==> src/rtl/irq_cpu_pkg.sv <==
package irq_cpu_pkg;
   localparam int ID_W     = 10;
   localparam int SRC_W    = 3;
   localparam int DATA_W   = 32;
   localparam int NUM_SGI  = 16;
   localparam logic [ID_W-1:0] ID_SPURIOUS = 10'd1023;

   typedef enum logic [1:0] {
      RS_CTRL  = 2'd0,
      RS_PMASK = 2'd1,
      RS_ACK   = 2'd2,
      RS_EOI   = 2'd3
   } reg_sel_e;
endpackage

==> src/rtl/irq_cpu_pend.sv <==
// Per-ID pending capture: edge IDs latch pulses until acknowledged,
// level IDs follow their input one edge late.
module irq_cpu_pend #(
   parameter int NUM_IRQ = 64
) (
   input  logic               clk,
   input  logic               rst_n,
   input  logic [NUM_IRQ-1:0] src_pend_i,
   input  logic [NUM_IRQ-1:0] src_edge_i,
   input  logic [NUM_IRQ-1:0] clr_i,
   output logic [NUM_IRQ-1:0] pend_o
);
   for (genvar g = 0; g < NUM_IRQ; g++) begin : g_id
      logic bit_q;
      always_ff @(posedge clk or negedge rst_n) begin
         if (!rst_n)
            bit_q <= 1'b0;
         else if (src_edge_i[g])
            bit_q <= (bit_q & ~clr_i[g]) | src_pend_i[g];
         else
            bit_q <= src_pend_i[g];
      end
      assign pend_o[g] = bit_q;
   end
endmodule

==> src/rtl/irq_cpu_arb.sv <==
// Lowest priority value wins; ascending scan keeps the lowest ID on a tie.
module irq_cpu_arb #(
   parameter int NUM_IRQ = 64,
   parameter int PRIO_W  = 8,
   localparam int IDX_W  = $clog2(NUM_IRQ)
) (
   input  logic [NUM_IRQ-1:0]        elig_i,
   input  logic [NUM_IRQ*PRIO_W-1:0] prio_i,
   output logic                      vld_o,
   output logic [IDX_W-1:0]          idx_o,
   output logic [PRIO_W-1:0]         prio_o
);
   always_comb begin
      vld_o  = 1'b0;
      idx_o  = '0;
      prio_o = '1;
      for (int i = 0; i < NUM_IRQ; i++) begin
         if (elig_i[i] && (!vld_o || prio_i[i*PRIO_W +: PRIO_W] < prio_o)) begin
            vld_o  = 1'b1;
            idx_o  = IDX_W'(i);
            prio_o = prio_i[i*PRIO_W +: PRIO_W];
         end
      end
   end
endmodule

==> src/rtl/irq_cpu_port.sv <==
module irq_cpu_port
   import irq_cpu_pkg::*;
#(
   parameter int NUM_IRQ = 64,
   parameter int PRIO_W  = 8
) (
   input  logic                      clk,
   input  logic                      rst_n,
   input  logic [NUM_IRQ-1:0]        src_pend_i,
   input  logic [NUM_IRQ-1:0]        src_edge_i,
   input  logic [NUM_IRQ*PRIO_W-1:0] src_prio_i,
   input  logic [NUM_SGI*SRC_W-1:0]  sgi_src_i,
   input  logic                      bus_rd_i,
   input  logic                      bus_wr_i,
   input  logic [1:0]                bus_addr_i,
   input  logic [DATA_W-1:0]         bus_wdata_i,
   output logic [DATA_W-1:0]         bus_rdata_o,
   output logic                      bus_rvalid_o,
   output logic                      irq_o
);
   localparam int IDX_W = $clog2(NUM_IRQ);

   if (NUM_IRQ <= NUM_SGI || NUM_IRQ > 1020) begin : g_bad_num
      $error("irq_cpu_port: NUM_IRQ must lie in 17..1020");
   end
   if (PRIO_W < 2 || PRIO_W > 8) begin : g_bad_prio
      $error("irq_cpu_port: PRIO_W must lie in 2..8");
   end

   logic                en_q;
   logic [PRIO_W-1:0]   pmask_q;
   logic [PRIO_W-1:0]   run_q;
   logic                run_vld_q;
   logic [NUM_IRQ-1:0]  act_q;
   logic [NUM_IRQ-1:0]  pend;
   logic [NUM_IRQ-1:0]  clr_vec;
   logic                best_vld;
   logic [IDX_W-1:0]    best_idx;
   logic [PRIO_W-1:0]   best_prio;
   logic                take;
   logic                ack_rd, ack_hit;
   logic                eoi_wr, eoi_hit;
   logic [ID_W-1:0]     eoi_id;
   logic [IDX_W-1:0]    eoi_idx;
   logic [SRC_W-1:0]    best_src;
   logic [DATA_W-1:0]   rd_mux;
   logic                unused_wdata;

   assign unused_wdata = ^bus_wdata_i[DATA_W-1:ID_W];

   irq_cpu_pend #(.NUM_IRQ(NUM_IRQ)) u_pend (
      .clk        (clk),
      .rst_n      (rst_n),
      .src_pend_i (src_pend_i),
      .src_edge_i (src_edge_i),
      .clr_i      (clr_vec),
      .pend_o     (pend)
   );

   irq_cpu_arb #(.NUM_IRQ(NUM_IRQ), .PRIO_W(PRIO_W)) u_arb (
      .elig_i (pend & ~act_q),
      .prio_i (src_prio_i),
      .vld_o  (best_vld),
      .idx_o  (best_idx),
      .prio_o (best_prio)
   );

   // Gate the winner by enable, threshold and running priority.
   assign take = best_vld && en_q && (best_prio < pmask_q)
                 && (!run_vld_q || best_prio < run_q);

   assign ack_rd  = bus_rd_i && (bus_addr_i == RS_ACK);
   assign ack_hit = ack_rd && take;
   assign eoi_wr  = bus_wr_i && (bus_addr_i == RS_EOI);
   assign eoi_id  = bus_wdata_i[ID_W-1:0];
   assign eoi_idx = eoi_id[IDX_W-1:0];
   assign eoi_hit = eoi_wr && (eoi_id < ID_W'(NUM_IRQ)) && act_q[eoi_idx];

   always_comb begin
      clr_vec = '0;
      if (ack_hit) clr_vec[best_idx] = 1'b1;
   end

   assign best_src = (best_idx < IDX_W'(NUM_SGI))
                     ? sgi_src_i[int'(best_idx[3:0])*SRC_W +: SRC_W] : '0;

   always_comb begin
      rd_mux = '0;
      unique case (bus_addr_i)
         RS_CTRL:  rd_mux[0] = en_q;
         RS_PMASK: rd_mux[PRIO_W-1:0] = pmask_q;
         RS_ACK:   rd_mux[ID_W+SRC_W-1:0] = take ? {best_src, ID_W'(best_idx)}
                                                 : {{SRC_W{1'b0}}, ID_SPURIOUS};
         default:  rd_mux = '0;
      endcase
   end

   always_ff @(posedge clk or negedge rst_n) begin
      if (!rst_n) begin
         en_q         <= 1'b0;
         pmask_q      <= '0;
         run_q        <= '0;
         run_vld_q    <= 1'b0;
         act_q        <= '0;
         irq_o        <= 1'b0;
         bus_rdata_o  <= '0;
         bus_rvalid_o <= 1'b0;
      end else begin
         irq_o        <= take;
         bus_rvalid_o <= bus_rd_i;
         if (bus_rd_i) bus_rdata_o <= rd_mux;
         if (bus_wr_i && bus_addr_i == RS_CTRL)  en_q    <= bus_wdata_i[0];
         if (bus_wr_i && bus_addr_i == RS_PMASK) pmask_q <= bus_wdata_i[PRIO_W-1:0];
         if (ack_hit) begin
            act_q[best_idx] <= 1'b1;
            run_q           <= best_prio;
            run_vld_q       <= 1'b1;
         end else if (eoi_hit) begin
            act_q[eoi_idx]  <= 1'b0;
            run_vld_q       <= 1'b0;
         end
      end
   end
endmodule

==> config.mk <==
export PLATFORM = sky130hd
export DESIGN_NAME = irq_cpu_port
export DESIGN_NICKNAME = d
export VERILOG_FILES = /design/src/rtl/irq_cpu_pkg.sv /design/src/rtl/irq_cpu_pend.sv /design/src/rtl/irq_cpu_arb.sv /design/src/rtl/irq_cpu_port.sv
export SDC_FILE = /design/constraint.sdc
export NUM_CORES = 2
export LEC_CHECK = 0
export BUFFER_PORTS_ARGS = -buffer_cell sky130_fd_sc_hd__clkbuf_2
export CAP_MARGIN = 15
export CORE_AREA = 2 2 295 297
export DETAILED_ROUTE_END_ITERATION = 10
export DIE_AREA = 0 0 297 299
export PLACE_DENSITY_LB_ADDON = 0.1
export SYNTH_ARGS = -nofsm -noshare
export SYNTH_HDL_FRONTEND = slang
export SYNTH_SLANG_ARGS = --single-unit
==> constraint.sdc <==
create_clock -name clk -period 216.3 [get_ports clk]
set_input_delay 43.26 -clock clk [delete_from_list [all_inputs] [get_ports clk]]
set_output_delay 43.26 -clock clk [all_outputs]
set_load 0.01 [all_outputs]
==> flow_metrics.tcl <==
set metrics [dict create \
    synth-edff-count 0 \
    synth.distinct_cells 135 \
    setup_viol 0 \
    hold_class "register to register" \
    finalWirelength_mm 141 \
    wl_per_cell_um 21.9 \
    post_cts_resize_count 0 \
    grt_max_degree 99 \
    cts_root_buf "clkbuf_16" \
    yosys_warnings 0 \
    grt_setup_unrepaired "false" \
    cp_max_fo 29 \
    preCtsSetupSlack_ns 32.00 \
    cap_viol_max_count 0 \
    grtUsageTotal_pct 30.2 \
    drtAntennaViolNets 0 \
    dp.cells 6347 \
    holdBufCountCts 0 \
    synth.area.top_cells "ha_1 13%, dfrtp_1 12%, a21oi_1 6.8%, nand2_1 5.9%, nor2_1 4.8%" \
    fin_nets 6273 \
    core.rowCount 108 \
    drive_gt1_share_pct 19.8 \
    slew_headroom_pct 27.2 \
    final_cell_mix "717 x clkbuf_2, 517 x nand2_1, 447 x a21oi_1, 417 x nor2_1, 335 x ha_1" \
    status "finished, final reports clean" \
    hold_violations 0 \
    first_global_vias 35300 \
    syn2layout_area_growth_pct 16.1 \
    netlist.area_leader.share_pct 12.8 \
    rr_worst_depth 623 \
    fin_skew_ns 0.0134 \
    ctsLongestPathBuffers 2 \
    start_util_pct 38.2 \
    vias 37400 \
    firstDrtPassIters 6 \
    arrival_ns 185.12 \
    synth.avg_cell_area_um2 7.16 \
    syn_inst 4583 \
    clk_pin_slew_ns 0.07 \
    die_w_um 297 \
    tns_ns 0 \
    layout_commonest_cell "clkbuf_2" \
    fill_cells 9191 \
    drv_slew 0 \
    dp_hpwl_mm 119 \
    yosys.area.top_type "ha_1" \
    yosysSeqAreaShare_pct 12.2 \
    antenna_found_initial 56 \
    drt_iter0_drc 2466 \
    worst_slack_ns 31.56 \
    core-area_um2 85900 \
    cpMaxStageDelayCell "o31ai_4" \
    netlist_area_um2 32800 \
    clk_latency_ns 0.49 \
    max_freq_mhz 5.41 \
    top_layer_used "met5" \
    io_buffers 718 \
    cts.sinks 160 \
    htreeDepth 4 \
    instances_no_fill 6415 \
    wl_met2_mm 67.4 \
    cp.required_ns 216.68 \
    worstHoldPathCells 1 \
    crit_type "input port to register" \
    die_area_um2 88800 \
    ys_ff_latch 160 \
    tightest_slew_ns 1.09 \
    wl_met3_mm 8.31 \
    die_height_um 299 \
    gp_congestion 0.955 \
    io_pins 760 \
    period_needed_ns 184.74 \
    synth_top_flop_cell "dfrtp_1" \
    cts_tree "yes" \
    post-cts-setup-buffer-count 0 \
    grt_pass1_wl_mm 209 \
    end_kind "register" \
    overflow 0 \
    fin_crit_sh_pct 85.4 \
    crit_path_frequent_cell "a21oi_1" \
    numCtsBuffers 17 \
    slowest_delay_ns 0.84 \
    async_reset_ff_share_pct 100 \
    worst_setup_path_start_kind "input port" \
    drc 0 \
    wl_met1_mm 60.7 \
    via_per_inst 5.83 \
]
-- Yosys cell counts (34+ instances only) --
master,number
a31o_1,71
o211ai_1,50
a31oi_1,65
nand4_1,65
clkbuf_1,90
and2_1,64
o21ai_1,43
nand2_1,517
mux2_2,71
maj3_1,34
nor3_1,67
nor2_1,419
and3_1,49
inv_1,308
a21o_1,151
or3_1,36
buf_4,35
nand3_1,101
a21oi_1,448
mux2i_1,105
nand2b_1,71
a211oi_1,69
nor2b_1,81
dfrtp_1,160
o21ai_0,308
ha_1,335
-- final timing paths --
kind / end / startpoint / slack, ns
worst min register to register: u_pend.g_id[5].bit_q / u_pend.g_id[5].bit_q / 0.49
min in group asynchronous: bus_rvalid_o / rst_n / 42.85
worst max-delay path: u_pend.g_id[0].bit_q / src_prio_i[6] / 31.56
worst max register to register: u_pend.g_id[0].bit_q / act_q[0] / 73.54
worst min-delay path: u_pend.g_id[5].bit_q / u_pend.g_id[5].bit_q / 0.49
max in group asynchronous: act_q[19] / rst_n / 171.97
-- flip-flops by register name (all words and copies together) (netlist names) --
signal	count
u_pend.g_id.bit_q	64
bus_rdata_o	12
run_q	8
irq_o	1
act_q	64
en_q	1
pmask_q	8
bus_rvalid_o	1
run_vld_q	1
-- cell type report --
class                           instances  area (um^2)  share of cell area (%)
Antenna cell                           35         87.6                   0.230
Clock buffer                           18          439                    1.15
Clock inverter                         14          129                   0.338
Inverter                              308         1160                    3.04
Multi-Input combinational cell       3974        27000                    70.8
Sequential cell                       160         4000                    10.5
Tap cell                             1155         1450                    3.80
Timing Repair Buffer                  751         3850                    10.1
-- critical path: cells and delay by family --
kind | cells | cell delay, ns
AOI/OAI and AO/OA | 302 | 69.23
and+or+nand+nor | 202 | 42.55
adders and majority gates | 64 | 19.20
muxes | 18 | 5.61
buffers and inverters | 37 | 4.88
-- through the flow --
| stage | util (%) | hold WS [ns] | cell area, um^2 |
|---|---|---|---|
| CTS | 44.2 | 0.497 | 38000 |
| detailed placement | 43.5 | 0.482 | 37400 |
| global placement | 43.5 | 0.473 | 37400 |
| floorplan | - | 0.464 | 32900 |
| finish | 44.3 | 0.491 | 38100 |
| global route | 44.3 | 0.502 | 38100 |
-- layer usage --
layer	global-route usage [%]	vias to the layer above
li1	-	18500
met1	38.2	17600
met2	51.7	1115
met3	5.63	202
met4	9.48	40
met5	0	-
-- cells by family after synthesis --
group,after synthesis,synth area share [%]
adder cells (fa/ha/maj),372,13.9
multiplexers,196,6.51
AO/OA/AOI/OAI,1701,35.8
buffers and inverters,467,5.87
flip-flops,160,12.2
XOR/XNOR,32,0.854
AND/OR/NAND/NOR,1654,24.8
other,1,0.0114
Power is not shown: default switching activity piles up to over one toggle a cycle in this logic, so the estimate is an artifact.
